$ cat src/rtl/stopwake_pkg.sv
package stopwake_pkg;

    typedef enum logic [1:0] {
        SW_RUN    = 2'd0,
        SW_STOP   = 2'd1,
        SW_SETTLE = 2'd2,
        SW_RESUME = 2'd3
    } sw_state_t;

    typedef struct packed {
        logic       ext_clk;
        logic       pll_sys;
        logic       pll_run;
        logic [1:0] exit_sel;
    } sw_mode_t;

    localparam sw_mode_t SW_MODE_RESET = '{ext_clk: 1'b0, pll_sys: 1'b0,
                                           pll_run: 1'b0, exit_sel: 2'd0};

endpackage

$ cat src/rtl/stopwake_prescale.sv
module stopwake_prescale #(
    parameter int EXIT_MIN_LOG2 = 4,
    parameter int NORM_LO_LOG2  = 5,
    parameter int NORM_HI_LOG2  = 9,
    parameter int N_EXIT        = 4
) (
    input  logic                      clk,
    input  logic                      rst_n,
    input  logic                      clear,
    input  logic                      run,
    input  logic [$clog2(N_EXIT)-1:0] exit_sel,
    input  logic                      norm_sel,
    output logic                      tick_exit,
    output logic                      tick_norm
);
    localparam int EXIT_MAX_LOG2 = EXIT_MIN_LOG2 + N_EXIT - 1;
    localparam int PRE_W = (NORM_HI_LOG2 > EXIT_MAX_LOG2) ? NORM_HI_LOG2 : EXIT_MAX_LOG2;

    logic [PRE_W-1:0]  pre;
    logic [N_EXIT-1:0] exit_taps;
    logic              tap_lo;
    logic              tap_hi;

    always_ff @(posedge clk or negedge rst_n) begin
        if (!rst_n) begin
            pre <= '0;
        end else if (clear) begin
            pre <= '0;
        end else if (run) begin
            pre <= pre + 1'b1;
        end
    end

    // one tap per stop-exit divider, each a power of two
    for (genvar k = 0; k < N_EXIT; k++) begin : g_exit_tap
        assign exit_taps[k] = &pre[EXIT_MIN_LOG2+k-1:0];
    end

    assign tap_lo = &pre[NORM_LO_LOG2-1:0];
    assign tap_hi = &pre[NORM_HI_LOG2-1:0];

    always_comb begin
        tick_exit = exit_taps[exit_sel] & run;
        tick_norm = (norm_sel ? tap_hi : tap_lo) & run;
    end

endmodule

$ cat src/rtl/stopwake_wdt_ctr.sv
module stopwake_wdt_ctr #(
    parameter int WDT_W = 12
) (
    input  logic             clk,
    input  logic             rst_n,
    input  logic             load_full,
    input  logic             dec,
    output logic [WDT_W-1:0] cnt,
    output logic             msb,
    output logic             underflow
);
    logic [WDT_W-1:0] cnt_q;

    always_ff @(posedge clk or negedge rst_n) begin
        if (!rst_n) begin
            cnt_q <= '0;
        end else if (load_full) begin
            cnt_q <= '1;
        end else if (dec) begin
            cnt_q <= cnt_q - 1'b1;
        end
    end

    always_comb begin
        cnt       = cnt_q;
        msb       = cnt_q[WDT_W-1];
        underflow = dec && (cnt_q == '0);
    end

endmodule

$ cat src/rtl/stopwake_irq_pick.sv
module stopwake_irq_pick #(
    parameter int N_IRQ = 8,
    localparam int IDW  = (N_IRQ > 1) ? $clog2(N_IRQ) : 1
) (
    input  logic [N_IRQ-1:0] req,
    input  logic [N_IRQ-1:0] en,
    output logic             any,
    output logic [IDW-1:0]   id
);
    logic [N_IRQ-1:0] live;

    always_comb begin
        live = req & en;
        any  = |live;
        id   = '0;
        for (int i = N_IRQ - 1; i >= 0; i--) begin
            if (live[i]) begin
                id = IDW'(i);
            end
        end
    end

endmodule

$ cat src/rtl/stopwake_fsm.sv
module stopwake_fsm
    import stopwake_pkg::*;
(
    input  logic      clk,
    input  logic      rst_n,
    input  logic      stop_cmd,
    input  logic      wake,
    input  logic      imm,
    input  logic      settle_done,
    input  logic      pll_run_live,
    input  logic      pll_run_snap,
    output sw_state_t state,
    output logic      take_snap,
    output logic      start_settle,
    output logic      capture_id,
    output logic      osc_en,
    output logic      pll_en,
    output logic      periph_en,
    output logic      cpu_en,
    output logic      accept
);
    sw_state_t state_q;
    sw_state_t state_d;

    always_comb begin
        state_d = state_q;
        unique case (state_q)
            SW_RUN:    if (stop_cmd) state_d = SW_STOP;
            SW_STOP:   if (wake) state_d = imm ? SW_RESUME : SW_SETTLE;
            SW_SETTLE: if (settle_done) state_d = SW_RESUME;
            SW_RESUME: state_d = SW_RUN;
            default:   state_d = SW_RUN;
        endcase
    end

    always_ff @(posedge clk or negedge rst_n) begin
        if (!rst_n) begin
            state_q <= SW_RUN;
        end else begin
            state_q <= state_d;
        end
    end

    always_comb begin
        take_snap    = 1'b0;
        start_settle = 1'b0;
        capture_id   = 1'b0;
        osc_en       = 1'b1;
        pll_en       = pll_run_live;
        periph_en    = 1'b1;
        cpu_en       = 1'b1;
        accept       = 1'b0;
        unique case (state_q)
            SW_RUN: begin
                take_snap = stop_cmd;
            end
            SW_STOP: begin
                osc_en       = 1'b0;
                pll_en       = 1'b0;
                periph_en    = 1'b0;
                cpu_en       = 1'b0;
                capture_id   = wake;
                start_settle = wake && !imm;
            end
            SW_SETTLE: begin
                pll_en = pll_run_snap;
                cpu_en = 1'b0;
            end
            SW_RESUME: begin
                pll_en = pll_run_snap;
                accept = 1'b1;
            end
            default: begin
                accept = 1'b0;
            end
        endcase
    end

    assign state = state_q;

endmodule

$ cat src/rtl/stopwake_seq.sv
module stopwake_seq
    import stopwake_pkg::*;
#(
    parameter int WDT_W = 12,
    parameter int N_IRQ = 8,
    localparam int IDW  = (N_IRQ > 1) ? $clog2(N_IRQ) : 1
) (
    input  logic             clk,
    input  logic             rst_n,
    input  logic             stop_cmd,
    input  logic [N_IRQ-1:0] irq_req,
    input  logic [N_IRQ-1:0] irq_en,
    input  logic             ext_clk_sel,
    input  logic             pll_sys_sel,
    input  logic             pll_run_en,
    input  logic [1:0]       exit_src_sel,
    input  logic             wdt_norm_sel,
    output logic             osc_en,
    output logic             pll_en,
    output logic             periph_clk_en,
    output logic             cpu_clk_en,
    output logic             irq_accept,
    output logic [IDW-1:0]   irq_accept_id,
    output logic             wdt_irq,
    output logic [WDT_W-1:0] wdt_count
);
    sw_state_t      state;
    sw_mode_t       snap_q;
    logic           take_snap;
    logic           start_settle;
    logic           capture_id;
    logic           wake_any;
    logic [IDW-1:0] wake_id;
    logic [IDW-1:0] id_q;
    logic           imm;
    logic           cnt_msb;
    logic           cnt_underflow;
    logic           tick_exit;
    logic           tick_norm;
    logic           normal_phase;
    logic           pre_run;
    logic           cnt_dec;

    always_ff @(posedge clk or negedge rst_n) begin
        if (!rst_n) begin
            snap_q <= SW_MODE_RESET;
        end else if (take_snap) begin
            snap_q <= '{ext_clk: ext_clk_sel, pll_sys: pll_sys_sel,
                        pll_run: pll_run_en, exit_sel: exit_src_sel};
        end
    end

    always_ff @(posedge clk or negedge rst_n) begin
        if (!rst_n) begin
            id_q <= '0;
        end else if (capture_id) begin
            id_q <= wake_id;
        end
    end

    assign imm = snap_q.ext_clk && !snap_q.pll_sys;

    stopwake_irq_pick #(.N_IRQ(N_IRQ)) u_pick (
        .req (irq_req),
        .en  (irq_en),
        .any (wake_any),
        .id  (wake_id)
    );

    stopwake_fsm u_fsm (
        .clk          (clk),
        .rst_n        (rst_n),
        .stop_cmd     (stop_cmd),
        .wake         (wake_any),
        .imm          (imm),
        .settle_done  (!cnt_msb),
        .pll_run_live (pll_run_en),
        .pll_run_snap (snap_q.pll_run),
        .state        (state),
        .take_snap    (take_snap),
        .start_settle (start_settle),
        .capture_id   (capture_id),
        .osc_en       (osc_en),
        .pll_en       (pll_en),
        .periph_en    (periph_clk_en),
        .cpu_en       (cpu_clk_en),
        .accept       (irq_accept)
    );

    always_comb begin
        normal_phase = (state == SW_RUN) || (state == SW_RESUME);
        pre_run      = (state != SW_STOP);
        unique case (state)
            SW_SETTLE: cnt_dec = tick_exit && cnt_msb;
            SW_STOP:   cnt_dec = 1'b0;
            default:   cnt_dec = tick_norm;
        endcase
    end

    stopwake_prescale u_pre (
        .clk       (clk),
        .rst_n     (rst_n),
        .clear     (start_settle),
        .run       (pre_run),
        .exit_sel  (snap_q.exit_sel),
        .norm_sel  (wdt_norm_sel),
        .tick_exit (tick_exit),
        .tick_norm (tick_norm)
    );

    stopwake_wdt_ctr #(.WDT_W(WDT_W)) u_ctr (
        .clk       (clk),
        .rst_n     (rst_n),
        .load_full (start_settle),
        .dec       (cnt_dec),
        .cnt       (wdt_count),
        .msb       (cnt_msb),
        .underflow (cnt_underflow)
    );

    assign wdt_irq       = cnt_underflow && normal_phase;
    assign irq_accept_id = id_q;

endmodule

$ cat config.mk
export PLATFORM = sky130hd
export DESIGN_NAME = stopwake_seq
export DESIGN_NICKNAME = d
export VERILOG_FILES = /design/src/rtl/stopwake_pkg.sv /design/src/rtl/stopwake_prescale.sv /design/src/rtl/stopwake_wdt_ctr.sv /design/src/rtl/stopwake_irq_pick.sv /design/src/rtl/stopwake_fsm.sv /design/src/rtl/stopwake_seq.sv
export SDC_FILE = /design/constraint.sdc
export NUM_CORES = 1
export LEC_CHECK = 0
export ABC_CLOCK_PERIOD_IN_PS = 2800
export BUFFER_PORTS_ARGS = -buffer_cell sky130_fd_sc_hd__buf_4
export CAP_MARGIN = 15
export CORE_ASPECT_RATIO = 0.8
export CORE_MARGIN = 2
export CORE_UTILIZATION = 40
export DETAILED_ROUTE_END_ITERATION = 7
export SYNTH_ARGS = -nofsm -noshare
export SYNTH_HDL_FRONTEND = slang
export SYNTH_HIERARCHICAL = 1
export SYNTH_SLANG_ARGS = --single-unit
export TNS_END_PERCENT = 5
$ cat constraint.sdc
create_clock -name clk -period 2.8 [get_ports clk]
set_input_delay 0.42 -clock clk [delete_from_list [all_inputs] [get_ports clk]]
set_output_delay 0.42 -clock clk [all_outputs]
set_load 0.01 [all_outputs]
* Word-level counts from Yosys, hierarchy flattened
Index checks and enable logic that the tools add are counted.
** Storage, ports and cells
- Output and inout bits :: 21
- Flip-flop bits (word level) :: 31
** Cells by class
- Reductions and logical operators :: 21
- Add/subtract/negate cells :: 2
- Mux-type cells :: 28
- Equality and inequality tests :: 7
- Magnitude comparators :: 1
- Bitwise operators :: 3
** Operators by type and width (count)
- $mux 12 :: 2
- $mux 3 :: 8
- $mux 9 :: 2
- $logic_not 12->1 :: 1
- $sub 12x1->12 const B :: 1
- $add 9x1->9 const B :: 1
- $mux 1 :: 9
- $reduce_and 9->1 :: 1
- $and 8x8->8 :: 1
- $pmux 2 s4 :: 1
- $reduce_or 8->1 :: 1
- $reduce_and 7->1 :: 1
- $mux 2 :: 3
- $reduce_and 6->1 :: 1
- $logic_and 1x1->1 :: 5
- $reduce_and 5->1 :: 1
- $eq 2x2->1 const B :: 2
- $ne 2x1->1 const B :: 2
- $ne 2x2->1 const B :: 2
- $pmux 1 s2 :: 2
- $reduce_and 4->1 :: 1
- $reduce_bool 2->1 :: 2
- $reduce_or 2->1 :: 2
- $lt 2x3->1 const B :: 1
- other kinds (7) :: 9

* Longest topological paths before layout
Gate-level depths: netlist of the first run.
- Word-level depth :: 9
- Gate-level depth with buffers :: 13

* By module
Netlist of the first run, hierarchy kept.
** Modules (own cells, without submodules)
- stopwake_wdt_ctr :: area each 663.1 µm², seq. area each 300.3 µm², cells an instance 64, times used 1
- stopwake_prescale :: area each 539.3 µm², seq. area each 225.2 µm², cells an instance 54, times used 1
- stopwake_seq :: area each 356.6 µm², seq. area each 200.2 µm², cells an instance 27, times used 1
- stopwake_fsm :: area each 256.5 µm², seq. area each 50.0 µm², cells an instance 28, times used 1
- stopwake_irq_pick :: area each 125.1 µm², seq. area each 0.0 µm², cells an instance 19, times used 1

* Worst setup path before layout of the first run
No wires, ideal clock.
- Kind :: flip-flop to flip-flop
- Start point :: register u_fsm.state_q[1] (netlist: u_fsm/state[1])
- End point :: register u_ctr.cnt_q[11] (netlist: u_ctr/cnt[11])
- Path slack :: 0.034 ns
- Data required time :: 2.669 ns
- Clock period less this slack :: 2.766 ns
- Buffers on the path :: 1
- Stages on the path, launching flop included :: 14
- Data arrival time :: 2.635 ns
- Path through :: dfrtp_1 inv_1 ha_1 inv_1 buf_6 nand4_1 nor2_1 a31o_2 nand3_1 o21ai_0 or2_2 nand4_1 o31a_1 or3_1
** On the way
- Word-level cells in the longest chain between the ends :: 5
- Elaborated cells between the ends (all ways) :: 10
- Classes of those cells :: eq/ne (3); mux (3); bitwise (2); reduce/logical (2)
** Ends and longest elaborated chain
- start: declaration :: RTL line stopwake_fsm.sv:22 : sw_state_t state_q;
- start signal: assignment :: RTL line stopwake_fsm.sv:40 : state_q <= state_d;
- $ne 2x1->1 :: RTL line stopwake_seq.sv:92 : pre_run = (state != SW_STOP);
- via pre_run :: RTL line stopwake_seq.sv:41 : logic pre_run;
- $and 1x1->1 :: RTL line stopwake_prescale.sv:43 : tick_exit = exit_taps[exit_sel] & run;
- via tick_exit :: RTL line stopwake_seq.sv:38 : logic tick_exit;
- $logic_and 1x1->1 :: RTL line stopwake_seq.sv:94 : SW_SETTLE: cnt_dec = tick_exit && cnt_msb;
- $pmux 1 s2 :: RTL line stopwake_seq.sv:93 : unique case (state)
- via cnt_dec :: RTL line stopwake_seq.sv:42 : logic cnt_dec;
- $reduce_bool 2->1 (no source line)
- end signal: assignment :: RTL line stopwake_wdt_ctr.sv:20 : cnt_q <= cnt_q - 1'b1;
- end: declaration :: RTL line stopwake_wdt_ctr.sv:12 : logic [WDT_W-1:0] cnt_q;
The timed path passes the listed nets, and every way through them passes these cells.
A chain may end at the register's enable or synchronous reset.

* Worst setup path in the final report of the first run
- Start point :: register u_pre.pre[1]
- End point :: output wdt_irq
** On the way
- Word-level cells in the longest chain between the ends :: 8
- Elaborated cells between the ends (all ways) :: 14
- Classes of those cells :: mux (4); bitwise (2); reduce/logical (8)
** Ends and longest elaborated chain
- start: declaration :: RTL line stopwake_prescale.sv:19 : logic [PRE_W-1:0] pre;
- start signal: assignment :: RTL line stopwake_prescale.sv:30 : pre <= pre + 1'b1;
- $reduce_and 7->1 (tied with other cells) :: RTL line stopwake_prescale.sv:36 : assign exit_taps[k] = &pre[EXIT_MIN_LOG2+k-1:0];
- $bmux 1 s2 (*) :: RTL line stopwake_prescale.sv:43
- $mux 1 (not written as such) (*) :: RTL line stopwake_prescale.sv:43
- $and 1x1->1 (*) :: RTL line stopwake_prescale.sv:43
- via tick_exit :: RTL line stopwake_seq.sv:38
- $logic_and 1x1->1 (*) :: RTL line stopwake_seq.sv:94
- $pmux 1 s2 (*) :: RTL line stopwake_seq.sv:93
- via cnt_dec :: RTL line stopwake_seq.sv:42
- $logic_and 1x1->1 (*) :: RTL line stopwake_wdt_ctr.sv:27 : underflow = dec && (cnt_q == '0);
- via cnt_underflow :: RTL line stopwake_seq.sv:37 : logic cnt_underflow;
- $logic_and 1x1->1 (*) :: RTL line stopwake_seq.sv:121 : assign wdt_irq = cnt_underflow && normal_phase;
- end: declaration :: RTL line stopwake_seq.sv:24 : output logic wdt_irq,
Mark *: on every way through the listed nets, which the timed path passes. The rest lies on a longest branch. The select of a mux whose other input is x is not followed.

==> results of run 1 <==
-- synthesized netlist by cell type, types with 3 or more instances --
master	number	area [µm²]
nor2_1	12	45.0
and2_1	3	18.8
nand2_1	15	56.3
and3_1	4	25.0
xor2_1	5	43.8
inv_1	9	33.8
mux2i_1	5	50.1
dfrtp_1	31	776
nor3_1	5	25.0
or3_1	3	18.8
o21ai_0	5	25.0
nand3_1	3	15.0
nand2b_1	11	68.8
xnor2_1	4	35.0
ha_1	13	163
mux2_2	9	101
nand4_1	6	37.5
nor2b_1	4	25.0
a21oi_1	3	15.0
-- cell families (layout without fill, tap and decap cells) --
logic type      after synthesis  count (layout)  share of synthesized area
fa+ha+maj                    13              13                     0.0838
compound gates               26              26                      0.102
mux                          14              14                     0.0780
xor+xnor                      9               9                     0.0406
buf+inv                      15              74                     0.0367
flops                        31              31                      0.400
simple gates                 84              84                      0.259
-- where the power goes --
part	internal [mW]	switching, mW	total (mW)
logic	0.452	0.424	0.876
clock network	0.174	0.156	0.331
registers	0.555	0.0809	0.636
total	1.18	0.662	1.84
-- worst max-delay path, delay by kind of cell, from the launching register on --
kind | cells | cell delay [ns]
flops | 1 | 0.43
simple gates | 6 | 0.71
compound gates | 3 | 0.40
buf+inv | 1 | 0.11
fa+ha+maj | 2 | 0.34
-- layout by cell type (no fill, tap or decap), drive strengths merged, types with 2 or more instances in the layout --
master and n:
nor4 3, nor3 5, clkbuf 7, dfrtp 31, nand3 5, ha 13, inv 10, buf 56
nand2 16, o31a 2, nor2b 4, or3 3, o21ai 7, a32oi 2, mux2 9, and2 4
mux2i 5, nand2b 13, xnor2 4, a221oi 2, nand4 7, xor2 5, a21oi 3, nand4b 2
and3 4, nor2 13, or3b 2, a22oi 2
-- registers in the layout (all words and copies together) (netlist names) --
name,count
snap_q,5
u_ctr/cnt,12
u_pre/pre,9
irq_accept_id,3
u_fsm/state,2
-- stage by stage --
step           worst slack [ns]  hold WS [ns]  instances  area, µm²  power [mW]
3_5_place_dp             0.0431         0.384        298       2360        1.47
4_1_cts                  0.0275        0.0827        306       2450        1.81
6_report                  0.109        0.0714        311       2510        1.84
3_3_place_gp              0.186         0.384        298       2360        1.46
2_1_floorplan            0.0339         0.124        192       1940        1.18
5_1_grt                 -0.0255        0.0974        311       2510        2.00
-- worst paths after layout --
check | from | to | cells after the start
setup / recovery | u_pre/pre[1] | wdt_irq | 12
hold / removal | rst_n | snap_q[2] | 1
setup reg to reg | u_pre/pre[1] | u_ctr/cnt[11] | 13
hold reg to reg | snap_q[4] | snap_q[4] | 1
max in group asynchronous | rst_n | snap_q[0] | 1
min in group clk | ext_clk_sel | snap_q[4] | 2
-- area by class of cell --
type	count	area share
clock buffer	7	0.0304
clock inverter	1	0.00200
inverter	10	0.0150
multi-input combinational	146	0.446
tap	60	0.0299
timing repair buffer	56	0.168
sequential	31	0.309
-- metal layers --
metal,part of all wire,routed length [µm],global-route usage,up-vias
met2,0.45,1870,0.254,26
met1,0.51,2110,0.243,722
li1,-,-,-,794
met4,0.0082,34,0.0500,0
met5,0,0,0,-
met3,0.032,132,0.0423,4
-- timing repair --
action,in CTS,in global routing
setup endpoints to repair,1,3
setup buffers,0,5
resized for setup,2,5
pin swaps,0,3
==> results_dict.tcl, run 1 <==
set metrics [dict create \
    required_ns 2.38 \
    synth_edf_count 0 \
    htreeDepth 2 \
    wl_mm 4.14 \
    hold_buffers 0 \
    die_y_um 66.3 \
    final_nets 288 \
    clkSinkCount 31 \
    ant_nets 0 \
    via_per_inst 4.97 \
    period_minus_slack_ns 2.69 \
    drt_iter0_drc 64 \
    synthArstFlopShare 1.00 \
    worstPathMaxFanout 4 \
    overflow 0 \
    regArea_um2 776 \
    design.die.area_um2 5430 \
    ir_drop_uv 607 \
    worstSkewPairLatency_ns 0.27 \
    drc 0 \
    ctsRootBufferMaster "clkbuf_8" \
    tightest_slew_ns 0.401 \
    synth.yosys.seq_area_share 0.400 \
    finalSetupViolations 0 \
    antenna_found_initial 0 \
    cp_cell_sequence "ha_4 -> and3_1 -> ha_1 -> nand2_1 -> a21oi_1 -> a31o_2 -> nand3_1 -> o21ai_2 -> nand4b_1 -> nor3_2 -> and2_4 -> buf_4" \
    arrival_ns 2.27 \
    worstSetupPathType "reg -> out" \
    cts_tree "done" \
    grt_pass1_vias 1544 \
    core_area_um2 4620 \
    status "finished, final reports clean" \
    power_density_nw_per_um2 735 \
    area_delta_synth_final_pct 29.2 \
    ys_ff_latch 31 \
    fin_crit_sh 0.961 \
    rsz0062_at_grt "true" \
    fin_util 0.542 \
    start_util 0.420 \
    crit_slowest_cell "dfrtp_1" \
    place_hpwl_mm 3.05 \
    diodes 0 \
    slew-limit-headroom 0.733 \
    rows 22 \
    multi_input_area_um2 1120 \
    drive_gt1_frac 0.355 \
    max_freq_ghz 0.372 \
    cp-start-kind "register" \
    power.leakage_nw 1.16 \
    setup_tns_ns 0 \
    cap_violations 0 \
    critPathMaxStageDelay_ns 0.43 \
    synth_warnings 6 \
    grt_pass1_wl_mm 7.11 \
    clockBufferDepth 2 \
    dominantRegCellSynth "dfrtp_1" \
    fin_skew_ns 0.00594 \
    fillers 436 \
    synth.distinct_cells 52 \
    syn_avg_cell_area_um2 10.1 \
    io_buffers 45 \
    grt_usage 0.171 \
    dieWidth_um 81.9 \
    slew_violations 0 \
    clkTransAtPathRegs_ns 0.06 \
    synthCells 192 \
    hold_path.class "in -> async" \
    numCtsBuffers 5 \
    routedWlPerCell_um 13.3 \
    syn_area_um2 1940 \
    place_congestion 0.874 \
    dr.pass1.iters 4 \
    synth.net_count 230 \
    hold_viol_final 0 \
    grt_max_degree 32 \
    crit_path_end_kind "output pin" \
    r2r_setup_slack_ns 0.12 \
    vias 1546 \
    io_pins 46 \
]
(Power assumes the default switching activity.)
==> run 2: changes to the inputs <==
- ABC_AREA: not set -> 0
- MAX_ROUTING_LAYER: not set -> met4
==> run 2 against run 1 <==
  * Non-clock buffer count did not move
  * Hold slack hardly changed
  * Critical path type unchanged
  * First-iteration DRC count did not move
  * Clock skew is essentially flat
  * Critical path depth is the same
  * Via count unchanged
  * Fmax barely moved
  * Final area unchanged
  * Largest cell class unchanged
  * Clock-buffer cell count did not move
  * Sequential share of layout area did not move
==> results_dict.tcl, run 2 (same netlist as run 1, synthesis figures left out) <==
set metrics [dict create \
    status "finished, final reports clean" \
    cp_cell_sequence "ha_4 -> and3_1 -> ha_1 -> nand2_1 -> a21oi_1 -> a31o_2 -> nand3_1 -> o21ai_2 -> nand4b_1 -> nor3_2 -> and2_4 -> buf_4" \
    slew_violations 0 \
    rows 22 \
    r2r_cells 13 \
    required_ns 2.38 \
    final_cell_count_no_fill 311 \
    place_congestion 0.888 \
    grt_usage 0.175 \
    crit_buf_inv 1 \
    dr.pass1.iters 4 \
    placed_cells 298 \
    core_area_um2 4620 \
    dpl_cell_area_um2 2360 \
    vias 1546 \
    fin_util 0.542 \
    htreeDepth 2 \
    multi_input_area_um2 1120 \
    regArea_um2 776 \
    drc 0 \
    whs_ns 0.0710 \
    dieWidth_um 81.9 \
    fin_skew_ns 0.00593 \
    ir_drop_uv 607 \
    antenna_found_initial 0 \
    routedWlPerCell_um 13.3 \
    worstSetupPathType "reg -> out" \
    io_pins 46 \
    cts_tree "done" \
    critPathMaxStageDelay_ns 0.43 \
    hold_path.class "in -> async" \
    worstSkewPairLatency_ns 0.27 \
    tightest_slew_ns 0.401 \
    power.leakage_nw 1.16 \
    hold_viol_final 0 \
    power_density_nw_per_um2 735 \
    start_util 0.420 \
    cap_violations 0 \
    largest_register_ffs 12 \
    layout_commonest_cell "buf_4" \
    drive_gt1_frac 0.355 \
    arrival_ns 2.27 \
    rsz0062_at_grt "true" \
    final_nets 288 \
    timing.rr.end "u_ctr/cnt[11]" \
    slew-limit-headroom 0.733 \
    design.die.area_um2 5430 \
    worstPathMaxFanout 4 \
    fillers 436 \
    fin_crit_sh 0.961 \
    final_area_um2 2510 \
    numCtsBuffers 5 \
    ant_nets 0 \
    r2r_setup_slack_ns 0.12 \
    clockBufferDepth 2 \
    critPathTopFamily "simple AND/OR/NAND/NOR gates" \
    area_delta_synth_final_pct 29.2 \
    overflow 0 \
    drt_iter0_drc 64 \
    io_buffers 45 \
    crit_slowest_cell "dfrtp_1" \
    cp-start-kind "register" \
    grt_pass1_wl_mm 7.11 \
    via_per_inst 4.97 \
    finalSetupViolations 0 \
    clkSinkCount 31 \
    grt_max_degree 32 \
    wl_mm 4.14 \
    period_minus_slack_ns 2.69 \
    max_freq_ghz 0.372 \
    crit_path_end_kind "output pin" \
    die_y_um 66.3 \
    diodes 0 \
    reg2reg_from "u_pre/pre[1]" \
    setup_tns_ns 0 \
    ctsRootBufferMaster "clkbuf_8" \
    layout_common_cells "buf_4 (56), dfrtp_1 (31), nand2_1 (15), ha_1 (12), nor2_1 (12)" \
    place_hpwl_mm 3.05 \
    grt_pass1_vias 1543 \
    clkTransAtPathRegs_ns 0.06 \
]
[run 2: cell counts in the layout (fill, tap and decap cells not counted)]
Identical to the previous run, type by type.
[run 2: how the worst max path moves through the flow]
stage | startpoint | to | cells past startpoint
floorplan | u_fsm/state[1] | u_ctr/cnt[11] | 13
global placement | u_pre/pre[0] | u_ctr/cnt[11] | 12
detailed placement | u_pre/pre[0] | u_ctr/cnt[11] | 12
CTS | u_pre/pre[0] | wdt_irq | 12
global route | u_pre/pre[1] | wdt_irq | 12
finish | u_pre/pre[1] | wdt_irq | 12
[run 2: layer usage]
layer / vias to the layer above / wire, µm / global-route usage
met5: - / 0 / -
met4: 0 / 34 / 0.0500
met3: 4 / 131 / 0.0423
met2: 26 / 1870 / 0.254
met1: 722 / 2110 / 0.243
li1: 794 / - / -
[run 2: worst register-to-register path, cell delays in order (launching register included)]
cell and delay [ns]:
dfrtp_1 0.43, ha_4 0.17, and3_1 0.17, ha_1 0.17, nand2_1 0.06, a21oi_1 0.13
a31o_2 0.11, nand3_1 0.07, o21ai_2 0.16, buf_4 0.13, or2_2 0.15, nand4_1 0.19
o31a_1 0.30, or3_1 0.31
[run 2: area by class of cell]
class / count / area share
Timing Repair Buffer: 56 / 0.168
Inverter: 10 / 0.0150
Clock buffer: 7 / 0.0304
Multi-Input combinational cell: 146 / 0.446
Sequential cell: 31 / 0.309
Tap cell: 60 / 0.0299
Clock inverter: 1 / 0.00200
[run 2: power by group]
group / switching [mW] / internal [mW] / total [mW]
logic: 0.424 / 0.452 / 0.876
clock network: 0.157 / 0.174 / 0.331
registers: 0.0809 / 0.555 / 0.636
[run 2: timing repair]
item,4_1_cts,5_1_grt
endpoints found under the hold margin,0,0
gates resized for setup,2,5
endpoints found under the setup margin,1,3
buffers inserted,0,5
hold buffers,0,0
pin swaps,0,3
[run 2: metrics by stage]
| stage | total power [mW] | setup slack (ns) |
|---|---|---|
| floorplan | 1.18 | 0.0339 |
| global route | 2.00 | -0.0255 |
| finish | 1.84 | 0.108 |
| detailed placement | 1.47 | 0.0431 |
| global placement | 1.46 | 0.186 |
| CTS | 1.81 | 0.0275 |
